==> src/rtl/spi_poll_pkg.sv <==
// Package: shared encodings for the polling SPI service controller.
// Assumes an 8-bit peripheral data path with fixed status flag positions.
package spi_poll_pkg;
    localparam int BYTE_W   = 8;
    localparam int TIP_BIT  = 7;
    localparam int TRDY_BIT = 4;
    localparam int RRDY_BIT = 3;

    // Kind of bus access the controller issues next.
    typedef enum logic [1:0] {
        OP_STAT = 2'd0,
        OP_RDRX = 2'd1,
        OP_WRTX = 2'd2
    } op_e;
endpackage

==> src/rtl/wbm_gap_port.sv <==
// Module: Wishbone classic master port that runs one access per request.
// It keeps CYC/STB low for at least GAP_CYCLES cycles between accesses.
// Assumes the requester pulses go only while no access is pending or active,
// and that the slave acknowledges within a bounded time.
module wbm_gap_port #(
    parameter int ADDR_W     = 8,
    parameter int DATA_W     = 8,
    parameter int GAP_CYCLES = 1
) (
    input  logic              clk,
    input  logic              rst_n,
    input  logic              go,
    input  logic              go_we,
    input  logic [ADDR_W-1:0] go_adr,
    input  logic [DATA_W-1:0] go_dat,
    output logic              done,
    output logic [DATA_W-1:0] rdata,
    output logic              wb_cyc,
    output logic              wb_stb,
    output logic              wb_we,
    output logic [ADDR_W-1:0] wb_adr,
    output logic [DATA_W-1:0] wb_dat_o,
    input  logic [DATA_W-1:0] wb_dat_i,
    input  logic              wb_ack
);
    localparam int CW = $clog2(GAP_CYCLES + 1);

    logic          pend;
    logic [CW-1:0] gap_cnt;
    logic          gap_ok;

    // Purpose: the idle gap has been met once this low cycle ends.
    always_comb gap_ok = (int'(gap_cnt) >= GAP_CYCLES - 1);

    assign wb_stb = wb_cyc;

    // Purpose: capture a request, start it after the gap, end it on acknowledge.
    always_ff @(posedge clk) begin
        if (!rst_n) begin
            wb_cyc   <= 1'b0;
            wb_we    <= 1'b0;
            wb_adr   <= '0;
            wb_dat_o <= '0;
            pend     <= 1'b0;
            gap_cnt  <= '0;
            done     <= 1'b0;
            rdata    <= '0;
        end else begin
            done <= 1'b0;
            if (go) begin
                pend     <= 1'b1;
                wb_we    <= go_we;
                wb_adr   <= go_adr;
                wb_dat_o <= go_dat;
            end
            if (wb_cyc) begin
                if (wb_ack) begin
                    wb_cyc  <= 1'b0;
                    done    <= 1'b1;
                    rdata   <= wb_dat_i;
                    gap_cnt <= '0;
                end
            end else begin
                if (int'(gap_cnt) < GAP_CYCLES)
                    gap_cnt <= gap_cnt + 1'b1;
                if ((pend || go) && gap_ok) begin
                    wb_cyc <= 1'b1;
                    pend   <= 1'b0;
                end
            end
        end
    end
endmodule

==> src/rtl/spi_poll_fsm.sv <==
// Module: polling decision machine. After each finished access it picks the
// next one from the status flags. Before an operation it waits for TIP and
// TRDY together. During an operation receive reads take priority over
// transmit writes, and TIP low ends the operation.
// Assumes at most one access outstanding and the status bits from the package.
module spi_poll_fsm
    import spi_poll_pkg::*;
#(
    parameter int                ADDR_W    = 8,
    parameter logic [ADDR_W-1:0] STAT_ADDR = 'h06,
    parameter logic [ADDR_W-1:0] TXD_ADDR  = 'h0D,
    parameter logic [ADDR_W-1:0] RXD_ADDR  = 'h0E
) (
    input  logic              clk,
    input  logic              rst_n,
    output logic              go,
    output logic              go_we,
    output logic [ADDR_W-1:0] go_adr,
    output logic [BYTE_W-1:0] go_dat,
    input  logic              done,
    input  logic [BYTE_W-1:0] rdata,
    input  logic [BYTE_W-1:0] tx_byte_i,
    output logic              tx_taken_o,
    output logic [BYTE_W-1:0] rx_byte_o,
    output logic              rx_valid_o,
    output logic              op_done_o,
    output logic              tip_o
);
    typedef enum logic {C_ISSUE, C_WAIT} cst_e;

    cst_e cst;
    op_e  op;
    logic running;
    logic s_tip, s_trdy, s_rrdy;

    // Purpose: decode the flags of the word just read.
    always_comb begin
        s_tip  = rdata[TIP_BIT];
        s_trdy = rdata[TRDY_BIT];
        s_rrdy = rdata[RRDY_BIT];
    end

    // Purpose: present the chosen access to the bus port.
    always_comb begin
        go     = (cst == C_ISSUE);
        go_we  = (op == OP_WRTX);
        go_dat = tx_byte_i;
        case (op)
            OP_RDRX: go_adr = RXD_ADDR;
            OP_WRTX: go_adr = TXD_ADDR;
            default: go_adr = STAT_ADDR;
        endcase
    end

    // Purpose: choose the next access and raise the application pulses.
    always_ff @(posedge clk) begin
        if (!rst_n) begin
            cst        <= C_ISSUE;
            op         <= OP_STAT;
            running    <= 1'b0;
            tip_o      <= 1'b0;
            tx_taken_o <= 1'b0;
            rx_valid_o <= 1'b0;
            op_done_o  <= 1'b0;
            rx_byte_o  <= '0;
        end else begin
            tx_taken_o <= 1'b0;
            rx_valid_o <= 1'b0;
            op_done_o  <= 1'b0;
            case (cst)
                C_ISSUE: cst <= C_WAIT;
                default: begin
                    if (done) begin
                        cst <= C_ISSUE;
                        case (op)
                            OP_STAT: begin
                                tip_o <= s_tip;
                                if (!running) begin
                                    if (s_tip && s_trdy) begin
                                        op      <= OP_WRTX;
                                        running <= 1'b1;
                                    end
                                end else if (s_rrdy) begin
                                    op <= OP_RDRX;
                                end else if (!s_tip) begin
                                    running   <= 1'b0;
                                    op_done_o <= 1'b1;
                                end else if (s_trdy) begin
                                    op <= OP_WRTX;
                                end
                            end
                            OP_RDRX: begin
                                rx_byte_o  <= rdata;
                                rx_valid_o <= 1'b1;
                                op         <= OP_STAT;
                            end
                            default: begin
                                tx_taken_o <= 1'b1;
                                op         <= OP_STAT;
                            end
                        endcase
                    end
                end
            endcase
        end
    end
endmodule

==> src/rtl/spi_poll_svc.sv <==
// Module: top of the polling SPI service controller. It joins the decision
// machine to the gapped Wishbone master port.
// Assumes the SPI clock is at most half the bus clock and that the access
// loop fits inside one serial byte time.
module spi_poll_svc
    import spi_poll_pkg::*;
#(
    parameter int                ADDR_W     = 8,
    parameter int                GAP_CYCLES = 1,
    parameter logic [ADDR_W-1:0] STAT_ADDR  = 'h06,
    parameter logic [ADDR_W-1:0] TXD_ADDR   = 'h0D,
    parameter logic [ADDR_W-1:0] RXD_ADDR   = 'h0E
) (
    input  logic              clk,
    input  logic              rst_n,
    output logic              wb_cyc_o,
    output logic              wb_stb_o,
    output logic              wb_we_o,
    output logic [ADDR_W-1:0] wb_adr_o,
    output logic [7:0]        wb_dat_o,
    input  logic [7:0]        wb_dat_i,
    input  logic              wb_ack_i,
    input  logic [7:0]        tx_byte_i,
    output logic              tx_taken_o,
    output logic [7:0]        rx_byte_o,
    output logic              rx_valid_o,
    output logic              op_done_o,
    output logic              tip_o
);
    logic              go, go_we, done;
    logic [ADDR_W-1:0] go_adr;
    logic [BYTE_W-1:0] go_dat, rdata;

    spi_poll_fsm #(
        .ADDR_W(ADDR_W), .STAT_ADDR(STAT_ADDR),
        .TXD_ADDR(TXD_ADDR), .RXD_ADDR(RXD_ADDR)
    ) u_fsm (
        .clk(clk), .rst_n(rst_n),
        .go(go), .go_we(go_we), .go_adr(go_adr), .go_dat(go_dat),
        .done(done), .rdata(rdata),
        .tx_byte_i(tx_byte_i), .tx_taken_o(tx_taken_o),
        .rx_byte_o(rx_byte_o), .rx_valid_o(rx_valid_o),
        .op_done_o(op_done_o), .tip_o(tip_o)
    );

    wbm_gap_port #(
        .ADDR_W(ADDR_W), .DATA_W(BYTE_W), .GAP_CYCLES(GAP_CYCLES)
    ) u_port (
        .clk(clk), .rst_n(rst_n),
        .go(go), .go_we(go_we), .go_adr(go_adr), .go_dat(go_dat),
        .done(done), .rdata(rdata),
        .wb_cyc(wb_cyc_o), .wb_stb(wb_stb_o), .wb_we(wb_we_o),
        .wb_adr(wb_adr_o), .wb_dat_o(wb_dat_o),
        .wb_dat_i(wb_dat_i), .wb_ack(wb_ack_i)
    );
endmodule

==> config.mk <==
export PLATFORM = sky130hd
export DESIGN_NAME = spi_poll_svc
export DESIGN_NICKNAME = d
export VERILOG_FILES = /design/src/rtl/spi_poll_pkg.sv /design/src/rtl/wbm_gap_port.sv /design/src/rtl/spi_poll_fsm.sv /design/src/rtl/spi_poll_svc.sv
export SDC_FILE = /design/constraint.sdc
export NUM_CORES = 1
export LEC_CHECK = 0
export BUFFER_PORTS_ARGS = -buffer_cell sky130_fd_sc_hd__buf_4
export CORE_MARGIN = 10
export CORE_UTILIZATION = 53
export DETAILED_ROUTE_END_ITERATION = 7
export PLACE_DENSITY = 0.81
export SLEW_MARGIN = 20
export SYNTH_ARGS = -nofsm -noshare
export SYNTH_HDL_FRONTEND = slang
export SYNTH_SLANG_ARGS = --single-unit
==> constraint.sdc <==
create_clock -name clk -period 3.55 [get_ports clk]
set_clock_uncertainty 0.1 [all_clocks]
set_input_delay 0.1775 -clock clk [delete_from_list [all_inputs] [get_ports clk]]
set_output_delay 0.1775 -clock clk [all_outputs]
set_load 0.05 [all_outputs]
==> flow_summary.rst, run 1 <==
.. list-table::
   :header-rows: 1

   * - Metric
     - Value
   * - Post-synth top flop
     - sky130_fd_sc_hd__dfxtp_1
   * - Global-route wire length before repair
     - a little under 6000 µm
   * - Peak supply drop
     - 0.2847 mV
   * - Outcome
     - complete, no violations
   * - IO Count
     - 50
   * - Cell area power density
     - a little under 400 nW/µm²
   * - Count of input and output buffers
     - between 40 and 50
   * - DR DRC count
     - 0
   * - Detailed-route vias per instance
     - 4.965
   * - Buffers and inverters on the worst path
     - 0
   * - Number of buffers on the longest clock path
     - 2
   * - Number of buffers created by CTS
     - 5
   * - Overflow left after global routing
     - 0
   * - Site Rows
     - 19
   * - Cell count after synthesis
     - roughly 170
   * - Static Leakage
     - between 0.0008 and 0.0009 µW
   * - Clock edge transition at the registers on the reported setup and hold paths
     - roughly 110 ps
   * - Cell Area, Synth
     - 1589 µm²
   * - Number of endpoints with negative hold slack in the final report
     - 0
   * - CTS root buf
     - sky130_fd_sc_hd__clkbuf_4
   * - Initial antenna violation count
     - 0
   * - Most instantiated cells after synthesis
     - sky130_fd_sc_hd__dfxtp_1 (39), sky130_fd_sc_hd__nand2_1 (39), sky130_fd_sc_hd__a21boi_0 (14)
   * - Number of enable flip-flop cells after synthesis
     - 0
   * - Startpoint type of the worst setup path
     - flip-flop
   * - Fraction of final layout cells sized beyond drive strength 1
     - about a quarter
   * - GRT Overall Usage
     - 13.29%
   * - Final cell count without fillers
     - between 200 and 300
   * - Class of the most critical hold timing path
     - in2reg
   * - Chip Width
     - roughly 75 µm
   * - Net count of the finished layout
     - about 250
   * - DRC violation total after the first TritonRoute iteration
     - 66
   * - Largest net degree at the start of global routing
     - roughly 40
   * - Sum of routed wire length over all layers
     - between 3000 and 4000 µm
   * - Share of synthesized flip-flops with an asynchronous set or reset
     - 0%
   * - Later-pin clock latency in the skew report
     - 330 ps
   * - Power, Total
     - 792.4 µW
   * - CTS tree
     - done
   * - Critical path data arrival time
     - 1970 ps
   * - Slew Limit Headroom
     - approximately two fifths
   * - Buffers inserted by post-CTS timing repair
     - 0
   * - Core outline area
     - about 2800 µm²
   * - Pins Over Slew Limit
     - 0
   * - Crit Path Max Fanout
     - 20
   * - Area growth from synthesis to layout
     - 29.76%
   * - Initial core utilization
     - between 50% and 60%
   * - Distinct cells, synth
     - 28
   * - Ant diodes
     - 0
   * - Cell accounting for the most synthesized area
     - sky130_fd_sc_hd__dfxtp_1
   * - Die area
     - roughly 5600 µm²
   * - Min Hold Slack
     - between 10 and 15 ps
   * - Final-report setup violation count
     - 0
   * - Maximum clock rate
     - about 0.54 GHz
   * - Type of destination of the critical path
     - flip-flop
   * - Final cycle utilization of the critical path
     - around half
   * - Total via count in the routed design
     - between 1,000 and 1,500
   * - Detailed-placement wirelength estimate
     - roughly 2500 µm
   * - Final weighted congestion in routability-driven placement
     - around 0.74
   * - First-pass iteration count of the detailed router
     - 4
   * - Ordered list of cells on the worst path
     - nand3_1 -> nand2_1 -> a21boi_0
   * - Layout filler cell count
     - about 210
   * - Classification of the worst setup path
     - reg2reg
   * - Data required, critical path
     - roughly 3700 ps
   * - Top post-synthesis cells by area
     - sky130_fd_sc_hd__dfxtp_1 (49%), sky130_fd_sc_hd__nand2_1 (9.2%), sky130_fd_sc_hd__mux2i_1 (7.6%)
   * - Number of antenna-violating nets in the routed design
     - 0
   * - Average cell area after synthesis
     - about 9.5 µm²
   * - CTS H-Tree Depth
     - 2
   * - Number of maximum-capacitance violations
     - 0
   * - Cell count after placement
     - between 200 and 250
   * - Count of state elements after synthesis
     - 39
   * - Share of Yosys cell area claimed by the top area cell type
     - ~50%
   * - Worst path max stage delay
     - 930 ps
   * - Clock sink total
     - 39
   * - Clock period minus worst slack
     - 1838 ps
   * - Yosys warns
     - 0
   * - Detail-routed net length per standard cell
     - between 10 and 15 µm
   * - Die boundary height
     - 74.76 µm
   * - Sequential fraction of the synthesis area
     - between 40% and 50%
   * - Crit-path leading delay family
     - flip-flops
   * - Vias in the first global route
     - ~1,300
   * - Final Core Density
     - 73.51%
   * - RSZ-0062 raised after global routing
     - no
   * - Slew of the pin with the lowest slew margin
     - ~900 ps
   * - Highest-delay cell along the critical path
     - sky130_fd_sc_hd__dfxtp_1
   * - Post-Route Setup TNS
     - 0 ps
==> placed cells by master (no fill, tap or decap) <==
master / instances
sky130_fd_sc_hd__a21boi_0: 14
sky130_fd_sc_hd__a21boi_1: 3
sky130_fd_sc_hd__a21oi_1: 1
sky130_fd_sc_hd__a21oi_2: 1
sky130_fd_sc_hd__a41oi_1: 1
sky130_fd_sc_hd__and2_1: 4
sky130_fd_sc_hd__and3_1: 3
sky130_fd_sc_hd__buf_4: 45
sky130_fd_sc_hd__clkbuf_1: 2
sky130_fd_sc_hd__clkbuf_4: 5
sky130_fd_sc_hd__clkinv_2: 1
sky130_fd_sc_hd__conb_1: 4
sky130_fd_sc_hd__dfxtp_1: 39
sky130_fd_sc_hd__dlygate4sd3_1: 14
sky130_fd_sc_hd__ha_1: 5
sky130_fd_sc_hd__inv_1: 4
sky130_fd_sc_hd__mux2i_1: 12
sky130_fd_sc_hd__nand2_1: 39
sky130_fd_sc_hd__nand2b_1: 1
sky130_fd_sc_hd__nand3_1: 4
sky130_fd_sc_hd__nand3_2: 1
sky130_fd_sc_hd__nor2_1: 1
sky130_fd_sc_hd__nor2b_1: 11
sky130_fd_sc_hd__nor3_1: 3
sky130_fd_sc_hd__nor4_1: 1
sky130_fd_sc_hd__o211a_1: 1
sky130_fd_sc_hd__o21ai_0: 3
sky130_fd_sc_hd__o22ai_1: 1
==> cell type report <==
| class | instances | area, µm² | share of cell area [%] |
|---|---|---|---|
| clock buffer | 7 | 45.04 | 2.184 |
| clock inverter | 1 | 5.005 | 0.2427 |
| inverter | 4 | 15.01 | 0.7282 |
| multi-input combinational | 114 | 699.4 | 33.92 |
| sequential | 39 | 780.7 | 37.86 |
| tap | 31 | 38.79 | 1.881 |
| timing repair buffer | 59 | 478.0 | 23.18 |
==> worst reg2reg max path, stage by stage (launching register included) <==
cell and delay, ps:
sky130_fd_sc_hd__dfxtp_1 930, sky130_fd_sc_hd__nand3_1 460, sky130_fd_sc_hd__nand2_1 160, sky130_fd_sc_hd__a21boi_0 90
==> sequential cells by signal, summed over array words and instances, names as in the netlist <==
signal            count
u_fsm.tip_o           1
u_fsm.tx_taken_o      1
u_fsm.rx_valid_o      1
u_fsm.rx_byte_o       8
u_fsm.op              2
u_port.wb_dat_o       8
u_port.wb_adr         4
u_fsm.cst             1
u_port.rdata          8
u_fsm.running         1
u_port.pend           1
u_port.wb_cyc         1
u_port.done           1
u_fsm.op_done_o       1
==> cell families after synthesis <==
group	after synthesis	share of synthesized area [%]
flops	39	49.13
buf+inv	18	7.559
simple gates	68	20.16
fa+ha+maj	5	3.937
other cells	1	0.2360
mux	12	7.559
compound gates	25	11.42
==> layer usage <==
| metal | vias to the layer above | global-route usage [%] | routed length (µm) |
|---|---|---|---|
| met5 | - | 0 | 0 |
| met4 | 0 | 6.933 | 41 |
| met3 | 7 | 5.650 | 307 |
| met2 | 32 | 23.54 | 1776 |
| met1 | 574 | 13.00 | 1344 |
| li1 | 653 | - | - |
==> worst paths after layout <==
check	slack [ps]	endpoint	startpoint	cells past startpoint
setup / recovery	1710	u_fsm.rx_byte_o[6]$_SDFFE_PN0P_	u_fsm.cst$_SDFF_PN0_	3
setup reg to reg	1710	u_fsm.rx_byte_o[6]$_SDFFE_PN0P_	u_fsm.cst$_SDFF_PN0_	3
hold / removal	10	u_port.wb_dat_o[5]$_SDFFE_PN0N_	tx_byte_i[5]	3
hold reg to reg	370	u_fsm.rx_byte_o[3]$_SDFFE_PN0P_	u_fsm.rx_byte_o[3]$_SDFFE_PN0P_	2
==> per-stage QoR <==
| step | worst slack [ps] | cell area [µm²] |
|---|---|---|
| final | 1712 | 2062 |
| after global routing | 1522 | 2062 |
| after detailed placement | 1732 | 1872 |
| after global placement | 1783 | 1872 |
| after CTS | 1704 | 2052 |
| after floorplan | 2186 | 1600 |
==> power breakdown <==
| group | switching [µW] | internal [µW] |
|---|---|---|
| combinational | 68.2 | 51.1 |
| sequential | 14.6 | 452 |
| clock | 130 | 77.2 |
==> repair_timing <==
| item | CTS | global route |
|---|---|---|
| endpoints found under the hold margin | 13 | 1 |
| resized for setup | 0 | 0 |
| hold buffers | 13 | 1 |
Note: power is estimated with default switching activity, not from simulation.
==> inputs of run 2 (changes only) <==
- CORE_UTILIZATION: 53 -> 45
- PLACE_DENSITY: 0.81 -> 0.74
- clock period: 3.55 -> 1.6 ns (I/O delays scaled with it)
==> run 2 against run 1 <==
Flip-flop and latch count stayed put. Global-route usage is 0.96 points lower. Setup slack worse by 1600 ps. Via count grew 2.9%. Sequential power rose by 120%. Largest cell class unchanged. Total power is 140% higher.
==> flow_summary.rst, run 2 (synthesis gave the netlist of run 1 again) <==
.. list-table::
   :header-rows: 1

   * - Metric
     - Value
   * - Outcome
     - complete, no violations
   * - Detailed-route vias per instance
     - 4.738 (-4.6%)
   * - CTS tree
     - done
   * - Leading cell type in the layout, fill and taps excluded
     - sky130_fd_sc_hd__buf_4
   * - Static Leakage
     - 0.0009299 µW (+3.4%)
   * - Final weighted congestion in routability-driven placement
     - 0.7490 (+1.1%)
   * - Largest net degree at the start of global routing
     - 41 (unchanged)
   * - Detail-routed net length per standard cell
     - 13.36 µm (-1.8%)
   * - Detailed-placement wirelength estimate
     - 2632 µm (+5.6%)
   * - Area occupied by multi-input gates
     - 700.7 µm² (+0.18%)
   * - FF-to-FF setup slack
     - 140 ps (-1570 ps)
   * - Share of total power in combinational logic
     - 15.2% (+0.2 points)
   * - Initial core utilization
     - 47.25% (-9.4 points)
   * - Power, Total
     - 1871 µW (+140%)
   * - Net count of the finished layout
     - 252 (+2.0%)
   * - Class of the most critical hold timing path
     - in2reg
   * - Fraction of final layout cells sized beyond drive strength 1
     - 24.89% (+1.2 points)
   * - Final-report setup violation count
     - 0 (unchanged)
   * - Clock sink total
     - 39 (unchanged)
   * - Data required, critical path
     - 1760 ps (-1920 ps)
   * - Number of maximum-capacitance violations
     - 0 (unchanged)
   * - Number of buffers created by CTS
     - 5 (unchanged)
   * - Most frequent cells in the layout
     - sky130_fd_sc_hd__buf_4 (47), sky130_fd_sc_hd__nand2_1 (39), sky130_fd_sc_hd__dfxtp_1 (39), sky130_fd_sc_hd__dlygate4sd3_1 (17), sky130_fd_sc_hd__a21boi_0 (14)
   * - CTS H-Tree Depth
     - 2 (unchanged)
   * - Post-Route Setup TNS
     - 0 ps (unchanged)
   * - Sum of routed wire length over all layers
     - 3675 µm (+5.9%)
   * - Cell count of the worst reg-to-reg path
     - 6 (+3)
   * - DR DRC count
     - 0 (unchanged)
   * - Timing startpoint of the critical path
     - u_fsm.op[0]$_SDFFE_PN0P_
   * - Crit Path Max Fanout
     - 4 (-80%)
   * - Count of input and output buffers
     - 45 (unchanged)
   * - Final Core Density
     - 63.80% (-9.7 points)
   * - Fraction of power consumed by sequential logic
     - 54.9% (-3.9 points)
   * - Cell count after placement
     - 250 (+7.3%)
   * - Biggest registers after layout
     - u_fsm.rx_byte_o x8, u_port.rdata x8, u_port.wb_dat_o x8
   * - Hold path cells
     - 2 (-1)
   * - Number of antenna-violating nets in the routed design
     - 0 (unchanged)
   * - Later-pin clock latency in the skew report
     - 340 ps (about the same)
   * - Vias in the first global route
     - 1,352 (+4.6%)
   * - Min Hold Slack
     - 50.50 ps (+36.05 ps)
   * - Final cell count without fillers
     - 275 (+7.8%)
   * - Cell area power density
     - 871.7 nW/µm² (+130%)
   * - IO Count
     - 50 (unchanged)
   * - Global-route wire length before repair
     - 6292 µm (+8.8%)
   * - Chip Width
     - 79.43 µm (+6.2%)
   * - Die boundary height
     - 79.43 µm (+6.2%)
   * - Number of buffers on the longest clock path
     - 2 (unchanged)
   * - DRC violation total after the first TritonRoute iteration
     - 42 (-36%)
   * - Core outline area
     - 3363 µm² (+20%)
   * - Clock share of power
     - 30.0% (+3.9 points)
   * - Die area
     - 6308 µm² (+13%)
   * - RSZ-0062 raised after global routing
     - no
   * - Critical path data arrival time
     - 1630 ps (-340 ps)
   * - Critical register-to-register path startpoint
     - u_fsm.op[0]$_SDFFE_PN0P_
   * - Ant diodes
     - 0 (unchanged)
   * - Switching share of power
     - 26.13% (-0.70 points)
   * - Startpoint of the lowest-slack hold path
     - rst_n
   * - Type of destination of the critical path
     - flip-flop
   * - Net switching power
     - 488.9 µW (+130%)
   * - Cell Int Power
     - 1382 µW (+140%)
   * - Startpoint type of the worst setup path
     - flip-flop
   * - Area growth from synthesis to layout
     - 35.04%
   * - Number of endpoints with negative hold slack in the final report
     - 0 (unchanged)
   * - Classification of the worst setup path
     - reg2reg
   * - Peak supply drop
     - 0.4865 mV (+71%)
   * - CTS root buf
     - sky130_fd_sc_hd__clkbuf_4
   * - Buffers inserted by post-CTS timing repair
     - 0 (unchanged)
   * - Final cycle utilization of the critical path
     - 91.31% (+40 points)
   * - Pins Over Slew Limit
     - 0 (unchanged)
   * - Site Rows
     - 21 (+2)
   * - First-pass iteration count of the detailed router
     - 4 (unchanged)
   * - Clock period minus worst slack
     - 1461 ps (-376.7 ps)
   * - Overflow left after global routing
     - 0 (unchanged)
   * - Layout filler cell count
     - 297 (+42%)
   * - Clock edge transition at the registers on the reported setup and hold paths
     - 110 ps (about the same)
   * - Worst reg2reg path endpoint
     - u_fsm.op[1]$_SDFFE_PN0P_
   * - Sequential cell area in the final layout
     - 780.7 µm² (unchanged)
   * - GRT Overall Usage
     - 12.34% (-0.96 points)
   * - Total via count in the routed design
     - 1,303 (+2.9%)
   * - Initial antenna violation count
     - 0 (unchanged)
   * - Maximum clock rate
     - 0.6845 GHz (+26%)
   * - Hold Crit Endpoint
     - u_port.wb_cyc$_SDFF_PN0_
-- run 2: cell count changes in the layout (fill, tap and decap cells not counted), sizes merged --
cell	delta
clkinv	-1
buf	+2
dlygate4sd3	+3
clkbuf	+1
-- run 2: how the worst max path moves through the flow --
stage | endpoint | cells past startpoint | slack [ps]
after floorplan | u_port.rdata[0]$_SDFFE_PN0P_ | 4 | 240
after global placement | u_fsm.rx_valid_o$_SDFF_PN0_ | 4 | 260
after detailed placement | u_fsm.rx_byte_o[1]$_SDFFE_PN0P_ | 5 | 150
after CTS | u_fsm.rx_byte_o[0]$_SDFFE_PN0P_ | 5 | 130
after global routing | u_fsm.op[1]$_SDFFE_PN0P_ | 6 | 20
final | u_fsm.op[1]$_SDFFE_PN0P_ | 6 | 140
-- run 2: metal layers --
metal	part of all wire, %	wire (µm)	vias up	GRT usage (%)
li1	-	-	658	-
met4	0.84	31	0	4.301
met5	0	0	-	0
met2	48	1755	46	20.06
met1	42	1545	595	13.17
met3	9.3	343	4	6.869
-- run 2: stage by stage --
step / worst slack (ps) / cell area [µm²]
CTS: 129.1 / 2145
finish: 139.1 / 2146
detailed placement: 145.4 / 1906
global placement: 264.4 / 1906
global route: 19.10 / 2146
floorplan: 236.2 / 1600
-- run 2: final cells by class --
| class | instances | area share, % |
|---|---|---|
| clock buffer | 8 | 3.207 |
| tap | 46 | 2.682 |
| inverter | 4 | 0.6997 |
| sequential | 39 | 36.38 |
| multi-input combinational | 114 | 32.65 |
| timing repair buffer | 64 | 24.37 |
-- run 2: critical path, cell delays in order, from the launching register on --
cell and delay (ps):
sky130_fd_sc_hd__dfxtp_1 380, sky130_fd_sc_hd__inv_1 100, sky130_fd_sc_hd__ha_1 250, sky130_fd_sc_hd__nor2_1 110, sky130_fd_sc_hd__a21oi_1 60, sky130_fd_sc_hd__a21oi_2 180, sky130_fd_sc_hd__mux2i_1 210
-- run 2: power groups by stage --
stage / sequential, µW / clock, µW / combinational, µW
floorplan: 1110 / 0 / 123
global placement: 1050 / 0 / 247
detailed placement: 1050 / 0 / 252
CTS: 1030 / 584 / 286
global route: 1030 / 625 / 305
finish: 1030 / 561 / 283
-- run 2: timing repair --
item | CTS | global route
hold buffers | 17 | 0
endpoints found under the setup margin | 0 | 2
resized for setup | 0 | 1
hold endpoints to repair | 17 | 0
==> inputs of run 3 (changes only) <==
--- a/config.mk
+++ b/config.mk
@@ -7,4 +7,5 @@
 export LEC_CHECK = 0
 export BUFFER_PORTS_ARGS = -buffer_cell sky130_fd_sc_hd__buf_4
+export CORE_ASPECT_RATIO = 0.5
 export CORE_MARGIN = 10
 export CORE_UTILIZATION = 45
==> constraint.sdc (replaced) <==
create_clock -name clk -period 1.6 [get_ports clk]
set_clock_uncertainty 0.1 [all_clocks]
set_input_delay 0.32 -clock clk [delete_from_list [all_inputs] [get_ports clk]]
set_output_delay 0.32 -clock clk [all_outputs]
set_load 0.05 [all_outputs]
==> run 3 against run 2 <==
Flip-flop and latch count stayed put. Wire length down 11%. Setup slack better by 41 ps. Non-clock buffer count down 18. Sequential power hardly changed. Total power is 13% higher. Sequential share of layout area increased by 2.2 points. Die area grew 2.3%. First-iteration DRC count up 7.1%. Register-to-register slack gained 40 ps. Critical endpoint unchanged.
==> flow_summary.rst, run 3 (synthesis gave the netlist of run 1 again) <==
.. list-table::
   :header-rows: 1

   * - Metric
     - Value
   * - Static Leakage
     - 0.0008767 µW (-5.7%)
   * - Detail-routed net length per standard cell
     - 12.52 µm (-6.3%)
   * - Number of antenna-violating nets in the routed design
     - 0 (unchanged)
   * - Detailed-route vias per instance
     - 4.611 (-2.7%)
   * - Crit-path leading delay family
     - flip-flops
   * - CTS H-Tree Depth
     - 2 (unchanged)
   * - Later-pin clock latency in the skew report
     - 290 ps (-50 ps)
   * - Post-Place Setup Slack
     - 186.0 ps (+40.65 ps)
   * - IO Count
     - 50 (unchanged)
   * - Initial antenna violation count
     - 0 (unchanged)
   * - Die area
     - 6452 µm² (+2.3%)
   * - Leading cell type in the layout, fill and taps excluded
     - sky130_fd_sc_hd__buf_4
   * - Sum of routed wire length over all layers
     - 3281 µm (-11%)
   * - Count of input and output buffers
     - 45 (unchanged)
   * - Fraction of final layout cells sized beyond drive strength 1
     - 27.01% (+2.1 points)
   * - Overflow left after global routing
     - 0 (unchanged)
   * - Highest-delay cell along the critical path
     - sky130_fd_sc_hd__dfxtp_1
   * - Classification of the worst setup path
     - reg2reg
   * - Worst path max stage delay
     - 390 ps (about the same)
   * - Pins Over Slew Limit
     - 0 (unchanged)
   * - Fraction of power consumed by sequential logic
     - 48.6% (-6.3 points)
   * - Vias in the first global route
     - 1,171 (-13%)
   * - Number of maximum-capacitance violations
     - 0 (unchanged)
   * - Net count of the finished layout
     - 234 (-7.1%)
   * - Most frequent cells in the layout
     - sky130_fd_sc_hd__buf_4 (46), sky130_fd_sc_hd__nand2_1 (39), sky130_fd_sc_hd__dfxtp_1 (39), sky130_fd_sc_hd__a21boi_0 (14), sky130_fd_sc_hd__mux2i_1 (12)
   * - Class of the most critical hold timing path
     - in2reg
   * - Clock period minus worst slack
     - 1420 ps (-40.88 ps)
   * - Switching share of power
     - 24.32% (-1.8 points)
   * - DRC violation total after the first TritonRoute iteration
     - 45 (+7.1%)
   * - Final-report setup violation count
     - 0 (unchanged)
   * - Number of buffers created by CTS
     - 5 (unchanged)
   * - Post-Route Setup TNS
     - 0 ps (unchanged)
   * - Type of destination of the critical path
     - flip-flop
   * - Chip Width
     - 104.0 µm (+31%)
   * - Cell Int Power
     - 1598 µW (+16%)
   * - Count of hold buffers inserted by post-cts repair
     - 0 (-17)
   * - Min Hold Slack
     - 181.0 ps (+130.5 ps)
   * - Net switching power
     - 513.7 µW (+5.1%)
   * - Biggest registers after layout
     - u_fsm.rx_byte_o x8, u_port.rdata x8, u_port.wb_dat_o x8
   * - CTS tree
     - done
   * - Initial core utilization
     - 46.52% (-0.73 points)
   * - Area occupied by multi-input gates
     - 700.7 µm² (unchanged)
   * - DR DRC count
     - 0 (unchanged)
   * - Buffers inserted by post-CTS timing repair
     - 0 (unchanged)
   * - Placed inst area
     - 1904 µm² (about the same)
   * - Final cell count without fillers
     - 262 (-4.7%)
   * - CTS root buf
     - sky130_fd_sc_hd__clkbuf_8
   * - Clock edge transition at the registers on the reported setup and hold paths
     - 80 ps (-30 ps)
   * - Number of cells on the critical path
     - 6 (unchanged)
   * - Peak supply drop
     - 0.4658 mV (-4.3%)
   * - Ant diodes
     - 0 (unchanged)
   * - Outcome
     - complete, no violations
   * - Clock share of power
     - 39.8% (+9.8 points)
   * - Final critical-path setup slack
     - 179.9 ps (+40.88 ps)
   * - Site Rows
     - 15 (-29%)
   * - First-pass iteration count of the detailed router
     - 4 (unchanged)
   * - Clock sink total
     - 39 (unchanged)
   * - Largest net degree at the start of global routing
     - 41 (unchanged)
   * - Core outline area
     - 3416 µm² (+1.6%)
   * - Total via count in the routed design
     - 1,208 (-7.3%)
   * - Cell count after placement
     - 254 (+1.6%)
   * - Final cycle utilization of the critical path
     - 88.75% (-2.6 points)
   * - Critical path data arrival time
     - 1540 ps (-90 ps)
   * - Detailed-placement wirelength estimate
     - 2427 µm (-7.8%)
   * - Crit Path Max Fanout
     - 4 (unchanged)
   * - GRT Overall Usage
     - 10.11% (-2.2 points)
   * - Post_cts resized
     - 0 (unchanged)
   * - Number of endpoints with negative hold slack in the final report
     - 0 (unchanged)
   * - Layout filler cell count
     - 325 (+9.4%)
   * - Post-route cell area
     - 2023 µm² (-5.7%)
   * - Final weighted congestion in routability-driven placement
     - 0.7227 (-3.5%)
   * - Die boundary height
     - 62.02 µm (-22%)
   * - Cell count of the worst reg-to-reg path
     - 6 (unchanged)
   * - Ordered list of cells on the worst path
     - inv_1 -> ha_1 -> nor2_1 -> a21oi_1 -> a21oi_2 -> mux2i_1
   * - Maximum clock rate
     - 0.7042 GHz (+2.9%)
   * - Buffers and inverters on the worst path
     - 1 (unchanged)
   * - Share of total power in combinational logic
     - 11.6% (-3.6 points)
   * - Startpoint type of the worst setup path
     - flip-flop
   * - RSZ-0062 raised after global routing
     - no
   * - Data required, critical path
     - 1720 ps (-40 ps)
   * - Hold path cells
     - 3 (+1)
   * - Cell area power density
     - 1044 nW/µm² (+20%)
   * - Global-route wire length before repair
     - 5395 µm (-14%)
   * - Area growth from synthesis to layout
     - 27.32%
   * - Number of buffers on the longest clock path
     - 2 (unchanged)
   * - Sequential cell area in the final layout
     - 780.7 µm² (unchanged)
run 3: stage by stage:
| step | utilization (%) | total power [µW] |
|---|---|---|
| 3_3_place_gp | 55.75 | 1292 |
| 3_5_place_dp | 55.75 | 1298 |
| 4_1_cts | 59.19 | 2132 |
| 6_report | 59.23 | 2112 |
| 2_1_floorplan | - | 1231 |
| 5_1_grt | 59.23 | 2185 |
run 3: path summary, 6_finish.rpt:
path / start / endpoint / slack, ps
setup / recovery: u_fsm.op[1]$_SDFFE_PN0P_ / u_fsm.op[1]$_SDFFE_PN0P_ / 180
hold / removal: wb_dat_i[5] / u_port.rdata[5]$_SDFFE_PN0P_ / 180
setup reg to reg: u_fsm.op[1]$_SDFFE_PN0P_ / u_fsm.op[1]$_SDFFE_PN0P_ / 180
hold reg to reg: u_port.rdata[0]$_SDFFE_PN0P_ / u_fsm.rx_byte_o[0]$_SDFFE_PN0P_ / 350
run 3: final cells by class:
cell class	count	area share, %
flip-flops and latches	39	38.59
multi-input cells	114	34.63
repair buffers	46	17.07
clock buffers	6	4.082
well taps	51	3.154
clock inverters	2	1.732
inverters	4	0.7421
run 3: power groups by stage:
stage / Sequential, µW / Combinational (µW) / Clock [µW]
detailed placement: 1050 / 248 / 0
finish: 1030 / 245 / 840
CTS: 1030 / 249 / 856
global placement: 1050 / 245 / 0
floorplan: 1110 / 123 / 0
global route: 1030 / 263 / 890
run 3: metal layers:
metal / GRT usage [%] / share of wire (%) / vias up
met4: 3.536 / 0.37 / 0
met5: 0 / 0 / -
met1: 11.33 / 47 / 558
li1: - / - / 622
met3: 3.498 / 4.4 / 2
met2: 18.19 / 48 / 26
run 3: tightest hold or removal path: stages:
cell and delay (ps):
sky130_fd_sc_hd__buf_4 110, sky130_fd_sc_hd__nand2_1 40, sky130_fd_sc_hd__a21boi_0 60
